`src/rtl/lbs_pkg.sv`:
```
package lbs_pkg;

  localparam int unsigned LBS_CHAR_W = 8;

  typedef enum logic [1:0] {
    START_ANY_DATA   = 2'd0,
    START_MATCH_DATA = 2'd1,
    START_MATCH_CTRL = 2'd2
  } lbs_start_mode_e;

  function automatic lbs_start_mode_e lbs_pick_mode(input logic specific,
                                                    input logic want_ctrl);
    if (!specific)      return START_ANY_DATA;
    else if (want_ctrl) return START_MATCH_CTRL;
    else                return START_MATCH_DATA;
  endfunction

endpackage

```
`src/rtl/lbs_char_qual.sv`:
```
module lbs_char_qual
  import lbs_pkg::*;
#(
  parameter int unsigned CHAR_W = LBS_CHAR_W
) (
  input  logic              ch_valid_i,
  input  logic [CHAR_W-1:0] ch_byte_i,
  input  logic              ch_is_ctrl_i,
  input  logic [CHAR_W-1:0] match_byte_i,
  input  lbs_start_mode_e   mode_i,
  output logic              qualify_o
);

  function automatic logic char_hits(input lbs_start_mode_e md,
                                     input logic [CHAR_W-1:0] chr,
                                     input logic is_k,
                                     input logic [CHAR_W-1:0] want);
    case (md)
      START_MATCH_CTRL: return (chr == want) && is_k;
      START_MATCH_DATA: return (chr == want) && !is_k;
      START_ANY_DATA:   return !is_k;
      default:          return 1'b0;
    endcase
  endfunction

  assign qualify_o = ch_valid_i && char_hits(mode_i, ch_byte_i, ch_is_ctrl_i, match_byte_i);

endmodule

```
`src/rtl/lbs_start_ctl.sv`:
```
module lbs_start_ctl (
  input  logic clk_i,
  input  logic rst_i,
  input  logic resync_i,
  input  logic qualify_i,
  output logic buf_start_o,
  output logic buffering_o
);

  logic start_q;
  logic buf_q;
  logic fire;

  assign fire = qualify_i && !buf_q;

  always_ff @(posedge clk_i) begin
    if (rst_i || resync_i) begin
      start_q <= 1'b0;
      buf_q   <= 1'b0;
    end else begin
      start_q <= fire;
      if (fire) buf_q <= 1'b1;
    end
  end

  assign buf_start_o = start_q;
  assign buffering_o = buf_q;


  pulse_single_chk: assert property (@(posedge clk_i) disable iff (rst_i)
    buf_start_o |=> !buf_start_o);


  start_sets_level_chk: assert property (@(posedge clk_i) disable iff (rst_i)
    buf_start_o |-> buffering_o);


  first_hit_fires_chk: assert property (@(posedge clk_i) disable iff (rst_i)
    (qualify_i && !buffering_o && !resync_i) |=> buf_start_o);


  level_holds_chk: assert property (@(posedge clk_i) disable iff (rst_i)
    (buffering_o && !resync_i) |=> buffering_o);


  no_repeat_pulse_chk: assert property (@(posedge clk_i) disable iff (rst_i)
    buffering_o |=> !buf_start_o);


  resync_clears_chk: assert property (@(posedge clk_i) disable iff (rst_i)
    resync_i |=> (!buffering_o && !buf_start_o));

endmodule

```
`src/rtl/lbs_ila_chk.sv`:
```
module lbs_ila_chk
  import lbs_pkg::*;
#(
  parameter int unsigned CHAR_W = LBS_CHAR_W
) (
  input  logic              clk_i,
  input  logic              rst_i,
  input  logic              ch_valid_i,
  input  logic [CHAR_W-1:0] ch_byte_i,
  input  logic              cfg_phase_i,
  input  logic [CHAR_W-1:0] exp_byte_i,
  input  logic              no_lane_sync_i,
  output logic              err_o
);

  logic mismatch;
  logic err_q;

  assign mismatch = cfg_phase_i && ch_valid_i && (ch_byte_i != exp_byte_i) && !no_lane_sync_i;

  always_ff @(posedge clk_i) begin
    if (rst_i)         err_q <= 1'b0;
    else if (mismatch) err_q <= 1'b1;
  end

  assign err_o = err_q;


  err_sticky_chk: assert property (@(posedge clk_i) disable iff (rst_i)
    err_o |=> err_o);


  err_masked_chk: assert property (@(posedge clk_i) disable iff (rst_i)
    (no_lane_sync_i && !err_o) |=> !err_o);


  err_needs_phase_chk: assert property (@(posedge clk_i) disable iff (rst_i)
    (!cfg_phase_i && !err_o) |=> !err_o);

endmodule

```
`src/rtl/lbs_comma_ctl.sv`:
```
module lbs_comma_ctl #(
  parameter bit REG_OUT = 1'b1
) (
  input  logic clk_i,
  input  logic rst_i,
  input  logic comma_ena_i,
  input  logic align_done_i,
  input  logic align_prog_i,
  output logic comma_off_o
);

  logic off_next;

  assign off_next = comma_ena_i ? (align_done_i || align_prog_i) : align_prog_i;

  generate
    if (REG_OUT) begin : g_reg
      logic off_q;
      always_ff @(posedge clk_i) begin
        if (rst_i) off_q <= 1'b0;
        else       off_q <= off_next;
      end
      assign comma_off_o = off_q;


      prog_alone_chk: assert property (@(posedge clk_i) disable iff (rst_i)
        !comma_ena_i |=> (comma_off_o == $past(align_prog_i)));


      done_combined_chk: assert property (@(posedge clk_i) disable iff (rst_i)
        (comma_ena_i && align_done_i) |=> comma_off_o);
    end else begin : g_comb
      assign comma_off_o = rst_i ? 1'b0 : off_next;


      prog_alone_chk: assert property (@(posedge clk_i)
        (!rst_i && !comma_ena_i) |-> (comma_off_o == align_prog_i));
    end
  endgenerate

endmodule

```
`src/rtl/lane_bufstart_det.sv`:
```
module lane_bufstart_det
  import lbs_pkg::*;
#(
  parameter int unsigned CHAR_W    = LBS_CHAR_W,
  parameter bit          COMMA_REG = 1'b1
) (
  input  logic              clk_i,
  input  logic              rst_i,
  input  logic              resync_i,
  input  logic              ch_valid_i,
  input  logic [CHAR_W-1:0] ch_byte_i,
  input  logic              ch_is_ctrl_i,
  input  logic [CHAR_W-1:0] cfg_match_byte_i,
  input  logic              cfg_match_specific_i,
  input  logic              cfg_match_ctrl_i,
  input  logic              cfg_no_lane_sync_i,
  input  logic              cfg_comma_ena_i,
  input  logic              align_done_i,
  input  logic              align_prog_i,
  input  logic              ila_cfg_phase_i,
  input  logic [CHAR_W-1:0] ila_exp_byte_i,
  output logic              buf_start_o,
  output logic              buffering_o,
  output logic              comma_off_o,
  output logic              ila_cfg_err_o
);

  lbs_start_mode_e start_mode;
  logic            char_qualifies;

  assign start_mode = lbs_pick_mode(cfg_match_specific_i, cfg_match_ctrl_i);

  lbs_char_qual #(.CHAR_W(CHAR_W)) u_qual (
    .ch_valid_i   (ch_valid_i),
    .ch_byte_i    (ch_byte_i),
    .ch_is_ctrl_i (ch_is_ctrl_i),
    .match_byte_i (cfg_match_byte_i),
    .mode_i       (start_mode),
    .qualify_o    (char_qualifies)
  );

  lbs_start_ctl u_start (
    .clk_i       (clk_i),
    .rst_i       (rst_i),
    .resync_i    (resync_i),
    .qualify_i   (char_qualifies),
    .buf_start_o (buf_start_o),
    .buffering_o (buffering_o)
  );

  lbs_ila_chk #(.CHAR_W(CHAR_W)) u_ila (
    .clk_i          (clk_i),
    .rst_i          (rst_i),
    .ch_valid_i     (ch_valid_i),
    .ch_byte_i      (ch_byte_i),
    .cfg_phase_i    (ila_cfg_phase_i),
    .exp_byte_i     (ila_exp_byte_i),
    .no_lane_sync_i (cfg_no_lane_sync_i),
    .err_o          (ila_cfg_err_o)
  );

  lbs_comma_ctl #(.REG_OUT(COMMA_REG)) u_comma (
    .clk_i        (clk_i),
    .rst_i        (rst_i),
    .comma_ena_i  (cfg_comma_ena_i),
    .align_done_i (align_done_i),
    .align_prog_i (align_prog_i),
    .comma_off_o  (comma_off_o)
  );


  invalid_no_start_chk: assert property (@(posedge clk_i) disable iff (rst_i)
    (!ch_valid_i && !buffering_o) |=> !buf_start_o);


  ctrl_open_mode_chk: assert property (@(posedge clk_i) disable iff (rst_i)
    (!cfg_match_specific_i && ch_is_ctrl_i && !buffering_o) |=> !buf_start_o);

endmodule

```
`config.mk`:
```
export PLATFORM = sky130hd
export DESIGN_NAME = lane_bufstart_det
export DESIGN_NICKNAME = d
export VERILOG_FILES = /design/src/rtl/lbs_pkg.sv /design/src/rtl/lbs_char_qual.sv /design/src/rtl/lbs_start_ctl.sv /design/src/rtl/lbs_ila_chk.sv /design/src/rtl/lbs_comma_ctl.sv /design/src/rtl/lane_bufstart_det.sv
export SDC_FILE = /design/constraint.sdc
export NUM_CORES = 1
export LEC_CHECK = 0
export CELL_PAD_IN_SITES_DETAIL_PLACEMENT = 1
export CELL_PAD_IN_SITES_GLOBAL_PLACEMENT = 2
export CORE_AREA = 8 8 46 48
export CTS_BUF_LIST = sky130_fd_sc_hd__clkbuf_2 sky130_fd_sc_hd__clkbuf_4 sky130_fd_sc_hd__clkbuf_8
export CTS_CLUSTER_DIAMETER = 150
export DETAILED_ROUTE_END_ITERATION = 10
export DIE_AREA = 0 0 54 56
export DONT_BUFFER_PORTS = 1
export GPL_ROUTABILITY_DRIVEN = 0
export PLACE_DENSITY_LB_ADDON = 0.1
export SKIP_LAST_GASP = 1
export SLEW_MARGIN = 10
export SYNTH_ARGS = -nofsm -noshare
export SYNTH_HDL_FRONTEND = slang
export SYNTH_SLANG_ARGS = --single-unit
```
`constraint.sdc`:
```
create_clock -name clk_i -period 1.26 [get_ports clk_i]
set_input_delay 0.252 -clock clk_i [delete_from_list [all_inputs] [get_ports clk_i]]
set_output_delay 0.252 -clock clk_i [all_outputs]
set_load 0.02 [all_outputs]
```
======== After elaboration in Yosys (flattened, before gate mapping) ========
Index checks and enable logic that the tools add are counted.
storage, ports and cells
  register bits ........................... 4
  input bits .............................. 36
  output and inout port bits .............. 4
cells by class
  equal/unequal tests ..................... 4
  muxes and demuxes ....................... 4
  reduce and logical (&&, ||, !) cells .... 13
operators by type and width
  kind                                                  number
  equality test 8 bit                                   1
  inequality test 8 bit                                 1
  logical AND 1 bit                                     7
  two-way mux 2 bit                                     2
  zero test 1 bit                                       3
  case mux 1 bit (3 select lines)                       1
  equality test 2 x 1 -> 1 bit (second input constant)  1
  equality test 2 bit (second input constant)           1
  zero test 2 bit                                       1
  logical OR 1 bit                                      2
  two-way mux 1 bit                                     1

======== Logic depth before layout (Yosys ltp) ========
Gate-level depths: netlist (run 1).
  depth in word-level cells ............... 6
  depth in mapped cells ................... 7

======== By module ========
From an unflattened synthesis (run 1), not the netlist that was laid out.
unflattened totals
  cells, all modules ...................... 45
  area, all modules ....................... 399.1 um2
modules (own cells, without submodules)
  module             instances  cells each  area each (um2)
  lbs_char_qual      1          20          161.4
  lbs_ila_chk        1          15          123.9
  lbs_start_ctl      1          5           68.8
  lbs_comma_ctl      1          3           28.8
  lane_bufstart_det  1          2           16.3

======== Least setup slack after synthesis (run 1) ========
No wires, ideal clock.
  kind .................................... input port to flip-flop
  from .................................... input port cfg_match_ctrl_i
  to ...................................... register u_start.buf_q, in the netlist u_start.buffering_o
  library setup time ...................... 0.062 ns
  arrival ................................. 1.058 ns
  required time ........................... 1.198 ns
  slack ................................... 0.140 ns
  cell stages on the path ................. 6
  buffers on the path ..................... 0
  cell sequence ........................... nand2b_4 -> ha_1 -> nand4_1 -> nor4_1 -> nand3_1 -> nand3_1
between the ends
  cells in the longest elaborated chain, start to end .. 6
RTL lines
  element                                               RTL line                 text
  start: declaration                                    lane_bufstart_det.sv:15  input logic cfg_match_ctrl_i,
  two-way mux 2 bit (*)                                 lbs_pkg.sv:14            else if (want_ctrl) return START_MATCH_CTRL;
  two-way mux 2 bit (*)                                 lbs_pkg.sv:13            if (!specific) return START_ANY_DATA;
  equality test 2 x 1 -> 1 bit (tied with other cells)  lbs_char_qual.sv:18      case (md)
  case mux 1 bit (3 select lines) (*)                   lbs_char_qual.sv:18
  logical AND 1 bit (*)                                 lbs_char_qual.sv:26      assign qualify_o = ch_valid_i && char_hits(mode_i, ch_byte_i, ch_is_ctrl_i, match_byte_i);
  logical AND 1 bit (*)                                 lbs_start_ctl.sv:14      assign fire = qualify_i && !buf_q;
  end signal: assignment                                lbs_start_ctl.sv:19      buf_q <= 1'b0;
  end signal: assignment                                lbs_start_ctl.sv:22      if (fire) buf_q <= 1'b1;
  end: declaration                                      lbs_start_ctl.sv:11      logic buf_q;
Mark *: on every way between the ends. The rest lies on a longest branch, timed or not.
A chain may end at the register's enable or synchronous reset.

======== Final worst setup path (run 1) ========
  from .................................... input port cfg_match_ctrl_i
  to ...................................... register u_start.start_q, in the netlist u_start.buf_start_o
between the ends
  cells in the longest elaborated chain, start to end .. 6
RTL lines
  element                                               RTL line             text
  two-way mux 2 bit (*)                                 lbs_pkg.sv:14
  two-way mux 2 bit (*)                                 lbs_pkg.sv:13
  equality test 2 x 1 -> 1 bit (tied with other cells)  lbs_char_qual.sv:18
  case mux 1 bit (3 select lines) (*)                   lbs_char_qual.sv:18
  logical AND 1 bit (*)                                 lbs_char_qual.sv:26
  logical AND 1 bit (*)                                 lbs_start_ctl.sv:14
  end signal: assignment                                lbs_start_ctl.sv:21  start_q <= fire;
  end: declaration                                      lbs_start_ctl.sv:10  logic start_q;
Marked as above.

==> metrics, run 1 <==
number of synthesized flops with an enable pin 0; Cell Area, Synth 377 um^2; PostCTS Resize Cnt 0; WP data arrival 1.15 ns; Synth-to-Final Area Change 13.3%; CP startpoint kind input pin; Starting Density 26.2%; post-synth net total 84; final setup vio count 0; # placed instances 63; Yosys top cell area share 30.2%; Finished Core Util 29.7%; Port Buffers 0; Yosys cell types 16; synth top area cells xor2_1, dfxtp_1, xnor2_1; clk_skew 0.00000347 ns; Mapped Cells 46; initial antenna violation count 0; Worst Path Required 1.44 ns; Worst Setup SP cfg_match_ctrl_i; Core Area 1440 um^2; asr flop ratio synth 0%; First-pass DRT Iterations 2; die width 54 um; Final Cell Area 427 um^2; Routed WL per cell 18.1 um; Synth warnings 0; MaxCap Viol Count 0; cts bufs inserted 3; DR vias/cell 5.14; Site Rows 14; Detail Route Antenna Nets 0; Flop pwr share 37.5%; XOR/XNOR share of the synthesized area 39.5%; Leak Pwr 0.194 nW; DRT iter0 DRCs 1; hold buffer count at cts 0; final-report hold violation count 0; Post-Synth Adder-Cell Area 6.64%; drc violations 0; post-synth top area cell xor2_1; slew margin rel. 79.8%; Synth Area in Compound Gates 2.66%; setup slack after layout 0.288 ns; Max Slew Vio Count 0; I/O Pins 40; PwrDens 880 nW/um^2; Finished Layout Cells 66; Mean Syn Cell Area 8.19 um^2; Worst VDD drop 0.174 mV; Die Span Y 56 um; Worst Setup Path Type in -> reg; Hold EP u_ila.err_o; hold depth 1; dpl cell area 404 um^2; CTS Root Cell clkbuf_4; Tcrit/Tclk final 77.2%; Worst Hold Class in -> reg; worst slack, placed 0.0278 ns; Worst-path clk slew 0.04 ns; P_int 281 uW; CP Capture Type register; Routed WL 1200 um; Pwr Total 375 uW; count leader, synth xor2_1; share of total power in combinational logic 19.1%; setup TNS 0 ns; post-CTS setup buffer count 0; unrepaired setup endpoints after global routing false; CTS tree yes; # diodes 0; top cells by count, synth xor2_1, nor2_1, dfxtp_1, xnor2_1; Sw Pwr 94.4 uW; Congestion Overflow GR 0; Hold WS 0.0817 ns; worst skew pair latency 0.24 ns; CP max FO 2; GRT Overall Usage 7.83%; Total Nets Final 90; FF-to-FF setup slack 0.41 ns; CTS sink count 4; multiplexer share of the synthesized area 0%; global-route wire length before repair 1810 um; Clock power frac 43.4%; Worst Hold Launch rst_i; fin crit period 0.972 ns; largest net degree at the start of global routing 4; Reg-to-Reg Start u_start.buffering_o; CTS H-tree depth 1; run status complete, no violations; clock tree buffer depth 2; Least-Margin Pin Slew 0.300 ns; vias in the first global route 446; via count 339; Switching Share 25.1%; die area 3020 um^2; share of cells above drive strength 1 12.0%; dpl hpwl 1080 um; Synth Flop Type dfxtp_1; R2R depth 4; register area share after synthesis 21.3%; max frequency 1.03 GHz; worst reg2reg endpoint u_start.buffering_o; Post-Synth Simple-Gate Area 27.9%; combinational family with the most area after synthesis XOR/XNOR gates; Yosys reg bits 4
-- worst max path at each step --
stage | slack, ns | cells after the start | to
after floorplan | 0.14 | 6 | u_start.buffering_o
after global placement | 0.08 | 6 | u_start.buffering_o
after detailed placement | 0.03 | 6 | u_start.buffering_o
after CTS | 0.25 | 6 | u_start.buffering_o
after global routing | 0.11 | 6 | u_start.buffering_o
final | 0.29 | 6 | u_start.buf_start_o
-- power groups by stage --
stage          clock, mW  sequential, mW  combinational [mW]
2_1_floorplan          0           0.144              0.0599
6_report           0.163           0.141              0.0717
5_1_grt            0.172           0.141              0.0833
3_3_place_gp           0           0.143              0.0709
4_1_cts            0.162           0.141              0.0743
3_5_place_dp           0           0.143              0.0738
-- cells in the final DEF (no fill, tap or decap) --
| cell | synthesis | final |
|---|---|---|
| nand2_1 | 3 | 3 |
| dfxtp_1 | 4 | 4 |
| nor4_1 | 3 | 3 |
| nor2_1 | 5 | 5 |
| nand3b_1 | 2 | 2 |
| xnor2_1 | 4 | 4 |
| nand3_1 | 2 | 2 |
| nor3_1 | 1 | 1 |
| nand2b_4 | 1 | 1 |
| xor2_1 | 13 | 13 |
| a21oi_1 | 2 | 2 |
| clkbuf_4 | 0 | 3 |
| buf_4 | 0 | 1 |
| nand4_1 | 1 | 1 |
| and3_1 | 1 | 1 |
| ha_1 | 2 | 2 |
| inv_2 | 1 | 1 |
| inv_1 | 1 | 1 |
-- layout make-up --
class / instances / area (um^2)
clock buffers: 3 / 22.5
fillers: 182 / 1010
flip-flops and latches: 4 / 80.1
well taps: 16 / 20.0
repair buffers: 1 / 7.51
multi-input cells: 40 / 289
inverters: 2 / 7.51
-- worst max-delay path, cell delays in order --
cell and delay [ns]:
nand2b_4 0.12, ha_1 0.27, nand4_1 0.07, nor4_1 0.19
nand3_1 0.14, nand2_1 0.10
-- logic make-up (layout without fill, tap and decap cells) --
family          after synthesis  after routing
compound gates                2              2
flops                         4              4
xor+xnor                     17             17
simple gates                 19             19
fa+ha+maj                     2              2
buf+inv                       2              6
-- sequential cells by signal (all words and copies together), names as in the netlist --
register,cells
u_start.buffering_o,1
u_ila.err_o,1
u_comma.comma_off_o,1
u_start.buf_start_o,1
-- metal layers --
metal / track usage (%) / up-vias / wire length [um]
met2: 14.8 / 23 / 666
met4: 3.17 / 0 / 16
met5: 0 / - / 0
met3: 4.55 / 3 / 159
li1: - / 162 / -
met1: 5.96 / 151 / 353
Note: power is estimated with default switching activity, not from simulation.
==> inputs of run 2 (changes only) <==
==> constraint.sdc (replaced) <==
create_clock -name clk_i -period 1 [get_ports clk_i]
set_input_delay 0.2 -clock clk_i [delete_from_list [all_inputs] [get_ports clk_i]]
set_output_delay 0.2 -clock clk_i [all_outputs]
set_load 0.02 [all_outputs]
==> metrics, run 2 (synthesized netlist as in run 1, its figures left out) <==
Detail Route Antenna Nets 0 (unchanged); final setup vio count 0 (unchanged); Worst-path clk slew 0.04 ns (about the same); CP max FO 2 (unchanged); CTS Root Cell clkbuf_4; drc violations 0 (unchanged); via count 344 (+1.5%); die width 54 um (unchanged); final-report hold violation count 0 (unchanged); Die Span Y 56 um (unchanged); FF-to-FF setup slack 0.16 ns (-0.25 ns); PwrDens 1090 nW/um^2 (+24%); Finished Layout Cells 66 (unchanged); most frequent cells in the layout xor2_1, nor2_1, xnor2_1, dfxtp_1; Hold EP u_ila.err_o; Congestion Overflow GR 0 (unchanged); Worst Hold Launch rst_i; post-CTS setup buffer count 0 (unchanged); # placed instances 63 (unchanged); First-pass DRT Iterations 4 (+2); Leak Pwr 0.195 nW (+0.46%); cts bufs inserted 3 (unchanged); Reg-to-Reg Start u_start.buffering_o; Routed WL per cell 17.7 um (-2.4%); Total Nets Final 90 (unchanged); fin crit period 0.921 ns; Port Buffers 0 (unchanged); run status complete, no violations; CP startpoint kind input pin; CTS tree yes; hold depth 1 (unchanged); clock tree buffer depth 2 (unchanged); GRT Overall Usage 8.28% (+0.45 points); CTS sink count 4 (unchanged); DR vias/cell 5.21 (+1.5%); PostCTS Resize Cnt 0 (unchanged); die area 3020 um^2 (unchanged); WP data arrival 1.10 ns (-0.05 ns); R2R depth 4 (unchanged); MaxCap Viol Count 0 (unchanged); Worst VDD drop 0.229 mV (+31%); initial antenna violation count 0 (unchanged); DRT iter0 DRCs 3 (+2); share of cells above drive strength 1 14.0% (+2.0 points); Worst Path Required 1.18 ns (-0.26 ns); dpl hpwl 1090 um (+1.4%); I/O Pins 40 (unchanged); Worst Setup Path Type in -> reg; max frequency 1.09 GHz; Least-Margin Pin Slew 0.349 ns (+0.0493 ns); Routed WL 1170 um (-2.4%); Core Area 1440 um^2 (unchanged); commonest non-fill, non-tap cell in the layout xor2_1; Starting Density 26.2% (unchanged); Tcrit/Tclk final 92.1%; vias in the first global route 433 (-2.9%); hold buffer count at cts 0 (unchanged); CTS H-tree depth 1 (unchanged); Max Slew Vio Count 0 (unchanged); worst skew pair latency 0.24 ns (about the same); largest net degree at the start of global routing 4 (unchanged); Site Rows 14 (unchanged); slew margin rel. 76.5% (-3.3 points); Hold WS 0.0284 ns (-0.0533 ns); clk_skew 0.00000325 ns (-0.000000222 ns); Worst Hold Class in -> reg; global-route wire length before repair 1860 um (+3.1%); worst reg2reg endpoint u_start.buffering_o; # diodes 0 (unchanged); unrepaired setup endpoints after global routing false; Synth-to-Final Area Change 16.6%; CP Capture Type register
[run 2: worst max path at each step]
stage,startpoint,to,cells after the start
3_5_place_dp,cfg_match_ctrl_i,u_start.buffering_o,6
5_1_grt,cfg_match_ctrl_i,u_start.buffering_o,6
2_1_floorplan,cfg_match_ctrl_i,u_start.buffering_o,6
3_3_place_gp,cfg_match_ctrl_i,u_start.buffering_o,6
6_report,cfg_match_ctrl_i,u_start.buffering_o,6
4_1_cts,cfg_match_ctrl_i,u_start.buffering_o,6
[run 2: layer usage]
layer | global-route usage, % | up-vias | routed length [um]
met5 | 0 | - | 0
met4 | 6.34 | 0 | 37
met3 | 4.81 | 5 | 160
met2 | 13.9 | 25 | 617
met1 | 6.56 | 152 | 351
li1 | - | 162 | -
[run 2: critical path, cell delays in order]
cell and delay [ns]:
nand2b_4 0.14, ha_4 0.25, nand4_1 0.07, nor4_1 0.20
nand3_1 0.14, nand3_1 0.10
[run 2: power breakdown]
| group | internal, mW | leakage (nW) | switching (mW) |
|---|---|---|---|
| Combinational | 0.0542 | 0.148 | 0.0402 |
| Sequential | 0.167 | 0.0328 | 0.0102 |
| Clock | 0.135 | 0.0138 | 0.0715 |
[run 2: cell type report]
class	count	area [um^2]
inverter	2	7.51
fill	183	997
sequential	4	80.1
timing repair buffer	1	7.51
tap	16	20.0
clock buffer	3	22.5
multi-input combinational	40	302
[run 2: through the flow]
step	util, %	setup TNS, ns	setup slack (ns)	instance area [um^2]	total power [mW]
after detailed placement	29.0	-0.429	-0.165	417	0.277
after CTS	30.6	0	0.0831	439	0.487
after global placement	29.0	-0.279	-0.111	417	0.274
after global routing	30.6	0	0.000460	439	0.509
after floorplan	-	-0.0830	-0.0549	389	0.260
final	30.6	0	0.0787	439	0.478
